### config.mk
export PLATFORM = sky130hd
export DESIGN_NAME = prio_irq_ctrl
export DESIGN_NICKNAME = d
export VERILOG_FILES = /design/src/rtl/prio_irq_pkg.sv /design/src/rtl/irq_prio_regs.sv /design/src/rtl/irq_mask_reg.sv /design/src/rtl/irq_arbiter.sv /design/src/rtl/prio_irq_ctrl.sv
export SDC_FILE = /design/constraint.sdc
export NUM_CORES = 1
export LEC_CHECK = 0
export BUFFER_PORTS_ARGS = -buffer_cell sky130_fd_sc_hd__buf_2
export CORE_MARGIN = 4
export CORE_UTILIZATION = 40
export CTS_CLUSTER_DIAMETER = 100
export DETAILED_ROUTE_END_ITERATION = 8
export SLEW_MARGIN = 20
export SYNTH_ARGS = -nofsm -noshare
export SYNTH_HDL_FRONTEND = slang
export SYNTH_HIERARCHICAL = 1
export SYNTH_SLANG_ARGS = --single-unit
### constraint.sdc
create_clock -name clk -period 96.8 [get_ports clk]
set_input_delay 9.68 -clock clk [delete_from_list [all_inputs] [get_ports clk]]
set_output_delay 9.68 -clock clk [all_outputs]
set_load 0.01 [all_outputs]
### src/rtl/prio_irq_pkg.sv
// Shared constants and types for the prioritized interrupt controller.
// Assumes a 32-bit register bus and 4-bit priority fields.
package prio_irq_pkg;
    localparam int REG_W          = 32;
    localparam int LVL_W          = 4;
    localparam int IDX_W          = 5;
    localparam int ADDR_W         = 3;
    localparam int FIELDS_PER_REG = REG_W / LVL_W;

    // Word addresses; priority words occupy 0..3
    localparam logic [ADDR_W-1:0] ADDR_RAW  = 3'd4;
    localparam logic [ADDR_W-1:0] ADDR_MASK = 3'd5;
    localparam logic [ADDR_W-1:0] ADDR_MCLR = 3'd6;

    localparam logic [REG_W-1:0] MASK_RST = 32'h0000_03FF;

    typedef struct packed {
        logic             valid;
        logic [LVL_W-1:0] level;
        logic [IDX_W-1:0] index;
    } irq_win_t;
endpackage

### src/rtl/irq_prio_regs.sv
// Priority storage: one 4-bit field per implemented source, packed eight
// to a word at word addresses 0..3. Fields for unimplemented sources do
// not exist, so they read 0 and ignore writes.
// Assumes NUM_SRC <= 32.
module irq_prio_regs
    import prio_irq_pkg::*;
#(
    parameter int NUM_SRC = 30
) (
    input  logic                     clk,
    input  logic                     rst_n,
    input  logic                     we,
    input  logic [ADDR_W-1:0]        addr,
    input  logic [REG_W-1:0]         wdata,
    output logic [NUM_SRC*LVL_W-1:0] prio_flat,
    output logic [REG_W-1:0]         rd_prio
);
    logic [LVL_W-1:0] prio_q [NUM_SRC];

    for (genvar s = 0; s < NUM_SRC; s++) begin : g_field
        localparam int WORD = s / FIELDS_PER_REG;
        localparam int POS  = (s % FIELDS_PER_REG) * LVL_W;

        // Hold this source's priority field; clear on reset, load on word write
        always_ff @(posedge clk) begin
            if (!rst_n) begin
                prio_q[s] <= '0;
            end else if (we && (addr == ADDR_W'(WORD))) begin
                prio_q[s] <= wdata[POS +: LVL_W];
            end
        end

        assign prio_flat[s*LVL_W +: LVL_W] = prio_q[s];
    end

    // Assemble the addressed priority word; absent fields stay zero
    always_comb begin
        rd_prio = '0;
        for (int s = 0; s < NUM_SRC; s++) begin
            if (int'(addr) == s / FIELDS_PER_REG) begin
                rd_prio[(s % FIELDS_PER_REG)*LVL_W +: LVL_W] = prio_q[s];
            end
        end
    end
endmodule

### src/rtl/irq_mask_reg.sv
// Per-source mask bits with a direct-write port and a clear-only port.
// Assumes the caller presents only the implemented low NUM_SRC data bits.
// The standby input is observed only to check that it never disturbs the mask.
module irq_mask_reg
    import prio_irq_pkg::*;
#(
    parameter int NUM_SRC = 30
) (
    input  logic               clk,
    input  logic               rst_n,
    input  logic               standby,
    input  logic               we,
    input  logic [ADDR_W-1:0]  addr,
    input  logic [NUM_SRC-1:0] wdata,
    output logic [NUM_SRC-1:0] mask_q
);
    localparam logic [NUM_SRC-1:0] RST_VAL = MASK_RST[NUM_SRC-1:0];

    logic wr_mask;
    logic wr_clr;

    assign wr_mask = we && (addr == ADDR_MASK);
    assign wr_clr  = we && (addr == ADDR_MCLR);

    // Update mask: reset pattern, full overwrite, or clear the bits written as 1
    always_ff @(posedge clk) begin
        if (!rst_n) begin
            mask_q <= RST_VAL;
        end else if (wr_mask) begin
            mask_q <= wdata;
        end else if (wr_clr) begin
            mask_q <= mask_q & ~wdata;
        end
    end


    mask_reset_val_chk: assert property (@(posedge clk) disable iff (!rst_n)
        $past(!rst_n) |-> (mask_q == RST_VAL));


    mask_clear_chk: assert property (@(posedge clk) disable iff (!rst_n)
        wr_clr |=> ((mask_q & $past(wdata)) == '0));


    mask_standby_hold_chk: assert property (@(posedge clk) disable iff (!rst_n)
        (standby && !wr_mask && !wr_clr) |=> $stable(mask_q));
endmodule

### src/rtl/irq_arbiter.sv
// Combinational winner selection. A source is eligible when requesting,
// unmasked and nonzero in priority. The scan runs from the top index down
// and takes a source on greater-or-equal, so ties go to the lowest index.
// Clock and reset feed only the embedded checks.
module irq_arbiter
    import prio_irq_pkg::*;
#(
    parameter int NUM_SRC = 30
) (
    input  logic                     clk,
    input  logic                     rst_n,
    input  logic [NUM_SRC-1:0]       req,
    input  logic [NUM_SRC-1:0]       mask,
    input  logic [NUM_SRC*LVL_W-1:0] prio_flat,
    output irq_win_t                 win
);
    logic [NUM_SRC-1:0] elig;

    for (genvar s = 0; s < NUM_SRC; s++) begin : g_elig
        assign elig[s] = req[s] && !mask[s] && (prio_flat[s*LVL_W +: LVL_W] != '0);
    end

    // Scan sources high index to low, keeping the best level seen
    always_comb begin
        win = '0;
        for (int s = NUM_SRC - 1; s >= 0; s--) begin
            if (elig[s] && (prio_flat[s*LVL_W +: LVL_W] >= win.level)) begin
                win.valid = 1'b1;
                win.level = prio_flat[s*LVL_W +: LVL_W];
                win.index = IDX_W'(s);
            end
        end
    end

    logic [REG_W-1:0] elig_ext;
    assign elig_ext = REG_W'(elig);


    win_is_eligible_chk: assert property (@(posedge clk) disable iff (!rst_n)
        win.valid |-> elig_ext[win.index]);


    none_eligible_chk: assert property (@(posedge clk) disable iff (!rst_n)
        (elig == '0) |-> !win.valid);
endmodule

### src/rtl/prio_irq_ctrl.sv
// Top of the prioritized interrupt controller: priority and mask storage,
// the raw request view, the read mux, and the registered winner output.
// Assumes NUM_SRC between 1 and 32 and a read bus that samples bus_rdata
// combinationally in the same cycle as bus_addr.
module prio_irq_ctrl
    import prio_irq_pkg::*;
#(
    parameter int NUM_SRC = 30
) (
    input  logic               clk,
    input  logic               rst_n,
    input  logic               standby,
    input  logic [NUM_SRC-1:0] irq_req,
    input  logic [2:0]         bus_addr,
    input  logic               bus_we,
    input  logic [31:0]        bus_wdata,
    output logic [31:0]        bus_rdata,
    output logic               irq_valid,
    output logic [3:0]         irq_level,
    output logic [4:0]         irq_index
);
    logic [NUM_SRC*LVL_W-1:0] prio_flat;
    logic [REG_W-1:0]         rd_prio;
    logic [NUM_SRC-1:0]       mask_q;
    irq_win_t                 win_d;
    irq_win_t                 win_q;

    irq_prio_regs #(.NUM_SRC(NUM_SRC)) u_prio (
        .clk       (clk),
        .rst_n     (rst_n),
        .we        (bus_we),
        .addr      (bus_addr),
        .wdata     (bus_wdata),
        .prio_flat (prio_flat),
        .rd_prio   (rd_prio)
    );

    irq_mask_reg #(.NUM_SRC(NUM_SRC)) u_mask (
        .clk     (clk),
        .rst_n   (rst_n),
        .standby (standby),
        .we      (bus_we),
        .addr    (bus_addr),
        .wdata   (bus_wdata[NUM_SRC-1:0]),
        .mask_q  (mask_q)
    );

    irq_arbiter #(.NUM_SRC(NUM_SRC)) u_arb (
        .clk       (clk),
        .rst_n     (rst_n),
        .req       (irq_req),
        .mask      (mask_q),
        .prio_flat (prio_flat),
        .win       (win_d)
    );

    // Select read data: priority words, raw requests, mask; all else zero
    always_comb begin
        bus_rdata = rd_prio;
        if (bus_addr == ADDR_RAW) begin
            bus_rdata = REG_W'(irq_req);
        end else if (bus_addr == ADDR_MASK) begin
            bus_rdata = REG_W'(mask_q);
        end
    end

    // Register the winner; standby holds the request off
    always_ff @(posedge clk) begin
        if (!rst_n || standby) begin
            win_q <= '0;
        end else begin
            win_q <= win_d;
        end
    end

    assign irq_valid = win_q.valid;
    assign irq_level = win_q.level;
    assign irq_index = win_q.index;


    standby_quiet_chk: assert property (@(posedge clk) disable iff (!rst_n)
        standby |=> !irq_valid);


    level_nonzero_chk: assert property (@(posedge clk) disable iff (!rst_n)
        irq_valid |-> (irq_level != '0));


    index_in_range_chk: assert property (@(posedge clk) disable iff (!rst_n)
        irq_valid |-> (int'(irq_index) < NUM_SRC));


    output_follows_chk: assert property (@(posedge clk) disable iff (!rst_n)
        (!standby && !$past(standby) && $past(rst_n)) |-> (win_q == $past(win_d)));
endmodule

==> results.txt <==
----------------------------------------------------
[Run status]
  Status ... finished clean

[Placement]
  Estimated wirelength of the detail-placed design ... 41.88 mm
  Routability congestion estimate ... slightly below 1
  Post-Place Cell Area ... 16060 µm²
  # port buffers ... 110

[Timing]
  Worst slew margin relative to its limit ... 0.2783
  Endpoints failing setup ... 0
  Tmin final ... ~61 ns
  Setup skew after layout ... ~0.017 ns
  Achievable Freq ... around 16 MHz
  Ratio of final minimum period to clock period ... 0.6309
  RSZ-0062 raised after global routing ... false
  Hold Vio Cnt, Final ... 0
  Total negative setup slack ... 0 ns
  Actual transition at the worst max-transition pin ... roughly 1.1 ns
  Final-report max-slew violation count ... 0

[Worst setup path]
  Cell type of the slowest stage on the worst timing path ... sky130_fd_sc_hd__nor4b_2
  Stage delay of the slowest cell on the critical path ... around 0.77 ns
  Worst r2r dst ... irq_level[0]
  Crit Path Class ... in -> reg
  Logic depth of the worst register-to-register path ... 220
  Required time of the worst setup path ... ~97 ns
  Critical Path Sink Type ... flop
  Capturing instance or port of the critical path ... irq_level[0]
  RR Startpoint ... u_mask/mask_q[29]
  Highest net fanout along the worst path ... 12
  Worst Setup Start Kind ... input pin
  Setup crit start ... irq_req[29]
  FF-to-FF setup slack ... between 40 and 50 ns
  WP data arrival ... about 61 ns
  Critical Path Most Common Cell ... sky130_fd_sc_hd__ha_1

[Synth]
  EDFF count, synth ... 120
  Sequential cell area fraction in the yosys report ... 0.2908
  Cell variety after synth ... ~110
  Post-Syn Area ... 15150 µm²
  Synth Register Bits ... 160
  Share of synthesized registers carrying an async set or reset ... 0
  Most used flip-flop cell after synthesis ... sky130_fd_sc_hd__edfxtp_1
  Synthesis warning total ... 6
  Gate Count Post-Synth ... approximately 1700
  Biggest area contributors in the synthesized netlist ... sky130_fd_sc_hd__edfxtp_1, sky130_fd_sc_hd__mux2_4, sky130_fd_sc_hd__ha_1
  Mapped Nets ... between 1500 and 2000
  Post-synthesis area per instance ... 8.936 µm²
  Proportion of netlist area held by the largest area contributor ... 0.2379
  Library cell occupying the most area in the post-synthesis netlist ... sky130_fd_sc_hd__edfxtp_1

[Detailed routing]
  Post-route ant nets ... 0
  DR vias/cell ... about 6.2
  Post-DR wirelength/cell ... between 20 and 25 µm
  Total vias in the final route ... 14170
  Count of unresolved DRC violations after routing ... 0
  Iteration-0 DRC count of the detailed router ... approximately 1400
  Number of search-and-repair iterations in the first detailed-routing pass ... 6
  Total routed wirelength ... 53.37 mm

[Clock tree]
  Clk pin slew, worst setup/hold paths ... roughly 0.070 ns
  Clock Path Buffers ... 2
  Clock buffers created by TritonCTS ... 17
  Post-CTS setup buffer count ... 0
  CTS-repair resized insts ... 0
  Number of H-tree levels ... 4
  CTS tree ... built
  Latest clock arrival within the worst-skew pair ... approximately 0.45 ns
  Count of clock tree sinks ... between 150 and 200
  Clock root cell ... sky130_fd_sc_hd__clkbuf_16
  Hold-fix buffer count after cts ... 0

[Global routing]
  First-pass GRT wire length ... roughly 80 mm
  GRT overflow ... 0
  Global routing usage summed across all routing layers ... 0.2522
  Number of antenna violations at the first check in global routing ... 0
  Vias in the first global route ... 13230
  Largest net degree at the start of global routing ... between 70 and 80

[Finish]
  Ant. Diodes ... 0
  Post-layout nets ... around 1900
  Combined area of the multi-input logic cells ... ~10000 µm²
  Final design instance area without fill ... ~17000 µm²
  Layout overhead on the synthesized area ... 9.773%
  Layout fillers ... ~3700
  Fraction of layout cells with a size suffix above 1 ... 0.1854
  Area occupied by registers ... roughly 4400 µm²

[Floorplanning]
  # IOs ... 111
  Floorplan die width ... between 200 and 250 µm
  Die Height ... ~200 µm
  Total die area ... between 40000 and 50000 µm²
  Core area ... around 37000 µm²
  Number of rows in the core area ... 71
  Initial cell density of the core ... 0.4040

[Worst hold path]
  Hold path startpoint ... u_mask/mask_q[9]
  Worst hold path class ... reg -> reg

[Run]
  Count of maximum capacitance violations ... 0

----------------------------------------------------
==> synthesized netlist by cell type (21+ instances only) <==
cell and instances:
sky130_fd_sc_hd__buf_2 23, sky130_fd_sc_hd__nand2_1 137, sky130_fd_sc_hd__inv_1 138, sky130_fd_sc_hd__o21ai_0 58, sky130_fd_sc_hd__ha_1 68, sky130_fd_sc_hd__a211oi_2 24
sky130_fd_sc_hd__o22ai_1 28, sky130_fd_sc_hd__nor2b_1 21, sky130_fd_sc_hd__o21a_1 26, sky130_fd_sc_hd__mux2i_1 70, sky130_fd_sc_hd__nor3_1 128, sky130_fd_sc_hd__and2_1 33
sky130_fd_sc_hd__nor4_1 21, sky130_fd_sc_hd__nand2b_1 38, sky130_fd_sc_hd__edfxtp_1 120, sky130_fd_sc_hd__o211ai_1 43, sky130_fd_sc_hd__mux2_2 21, sky130_fd_sc_hd__a21oi_1 61
sky130_fd_sc_hd__dfxtp_1 40, sky130_fd_sc_hd__nand3_1 30, sky130_fd_sc_hd__mux2_4 60, sky130_fd_sc_hd__clkbuf_1 24, sky130_fd_sc_hd__a31o_1 22, sky130_fd_sc_hd__nor2_1 79
sky130_fd_sc_hd__a21o_1 23
==> registers in the layout (all words and copies together), names as in the netlist <==
register and flops:
irq_valid 1, u_prio/prio_q 120, irq_level 4, irq_index 5, u_mask/mask_q 30
==> critical path: cells and delay by family <==
kind / cells / cell delay, ns
AOI/OAI and AO/OA: 87 / 20.52
adders and majority gates: 37 / 10.78
buffers and inverters: 10 / 0.89
muxes: 16 / 5.74
and+or+nand+nor: 71 / 13.83
==> layout by cell type, fill, tap and decap left out, types with 22 or more instances in the layout <==
cell,count
sky130_fd_sc_hd__mux2i_1,70
sky130_fd_sc_hd__and2_1,33
sky130_fd_sc_hd__a21o_1,23
sky130_fd_sc_hd__dfxtp_1,40
sky130_fd_sc_hd__nand2_1,137
sky130_fd_sc_hd__buf_2,109
sky130_fd_sc_hd__nor2_1,79
sky130_fd_sc_hd__a211oi_2,24
sky130_fd_sc_hd__o21a_1,26
sky130_fd_sc_hd__a21oi_1,61
sky130_fd_sc_hd__edfxtp_1,120
sky130_fd_sc_hd__o22ai_1,28
sky130_fd_sc_hd__a31o_1,22
sky130_fd_sc_hd__nand2b_1,37
sky130_fd_sc_hd__o211ai_1,43
sky130_fd_sc_hd__inv_1,138
sky130_fd_sc_hd__nand3_1,29
sky130_fd_sc_hd__mux2_4,60
sky130_fd_sc_hd__nor3_1,128
sky130_fd_sc_hd__ha_1,68
sky130_fd_sc_hd__o21ai_0,54
==> cell type report <==
type	instances	area share
clock buffer	18	0.02581
clock inverter	14	0.007827
inverter	139	0.03138
multi-input combinational	1320	0.5918
sequential	160	0.2649
tap	511	0.03846
timing repair buffer	124	0.03981
==> cells by family after synthesis <==
kind of cell / count (synthesis) / synth area share
compound gates: 484 / 0.2462
fa+ha+maj: 80 / 0.06444
mux: 152 / 0.1221
flops: 160 / 0.2908
simple gates: 604 / 0.2139
buf+inv: 215 / 0.06262
==> stage by stage <==
stage / utilization / setup slack [ns] / std cells / hold WS (ns)
after floorplan: - / 42.52 / 1695 / 0.5116
after global placement: 0.4284 / 37.28 / 2254 / 0.5220
after detailed placement: 0.4284 / 36.18 / 2254 / 0.5377
after CTS: 0.4433 / 36.45 / 2286 / 0.5492
after global routing: 0.4435 / 31.87 / 2286 / 0.5758
final: 0.4435 / 35.73 / 2286 / 0.5490
==> routing by layer <==
layer | wire, µm | vias up | part of all wire | GRT usage
li1 | - | 6629 | - | -
met1 | 24230 | 6844 | 0.45 | 0.3542
met2 | 23980 | 620 | 0.45 | 0.3995
met3 | 3523 | 77 | 0.066 | 0.04169
met4 | 1638 | 0 | 0.031 | 0.07856
met5 | 0 | - | 0 | 0
==> how the worst min path moves through the flow <==
stage / to / slack [ns] / cells after the start
2_1_floorplan: u_mask/mask_q[2] / 0.51 / 2
3_3_place_gp: u_mask/mask_q[2] / 0.52 / 2
3_5_place_dp: u_mask/mask_q[9] / 0.54 / 2
4_1_cts: u_mask/mask_q[9] / 0.55 / 2
5_1_grt: u_mask/mask_q[9] / 0.58 / 2
6_report: u_mask/mask_q[9] / 0.55 / 2
Power is not shown: default switching activity piles up to over one toggle a cycle in this logic, so the estimate is an artifact.
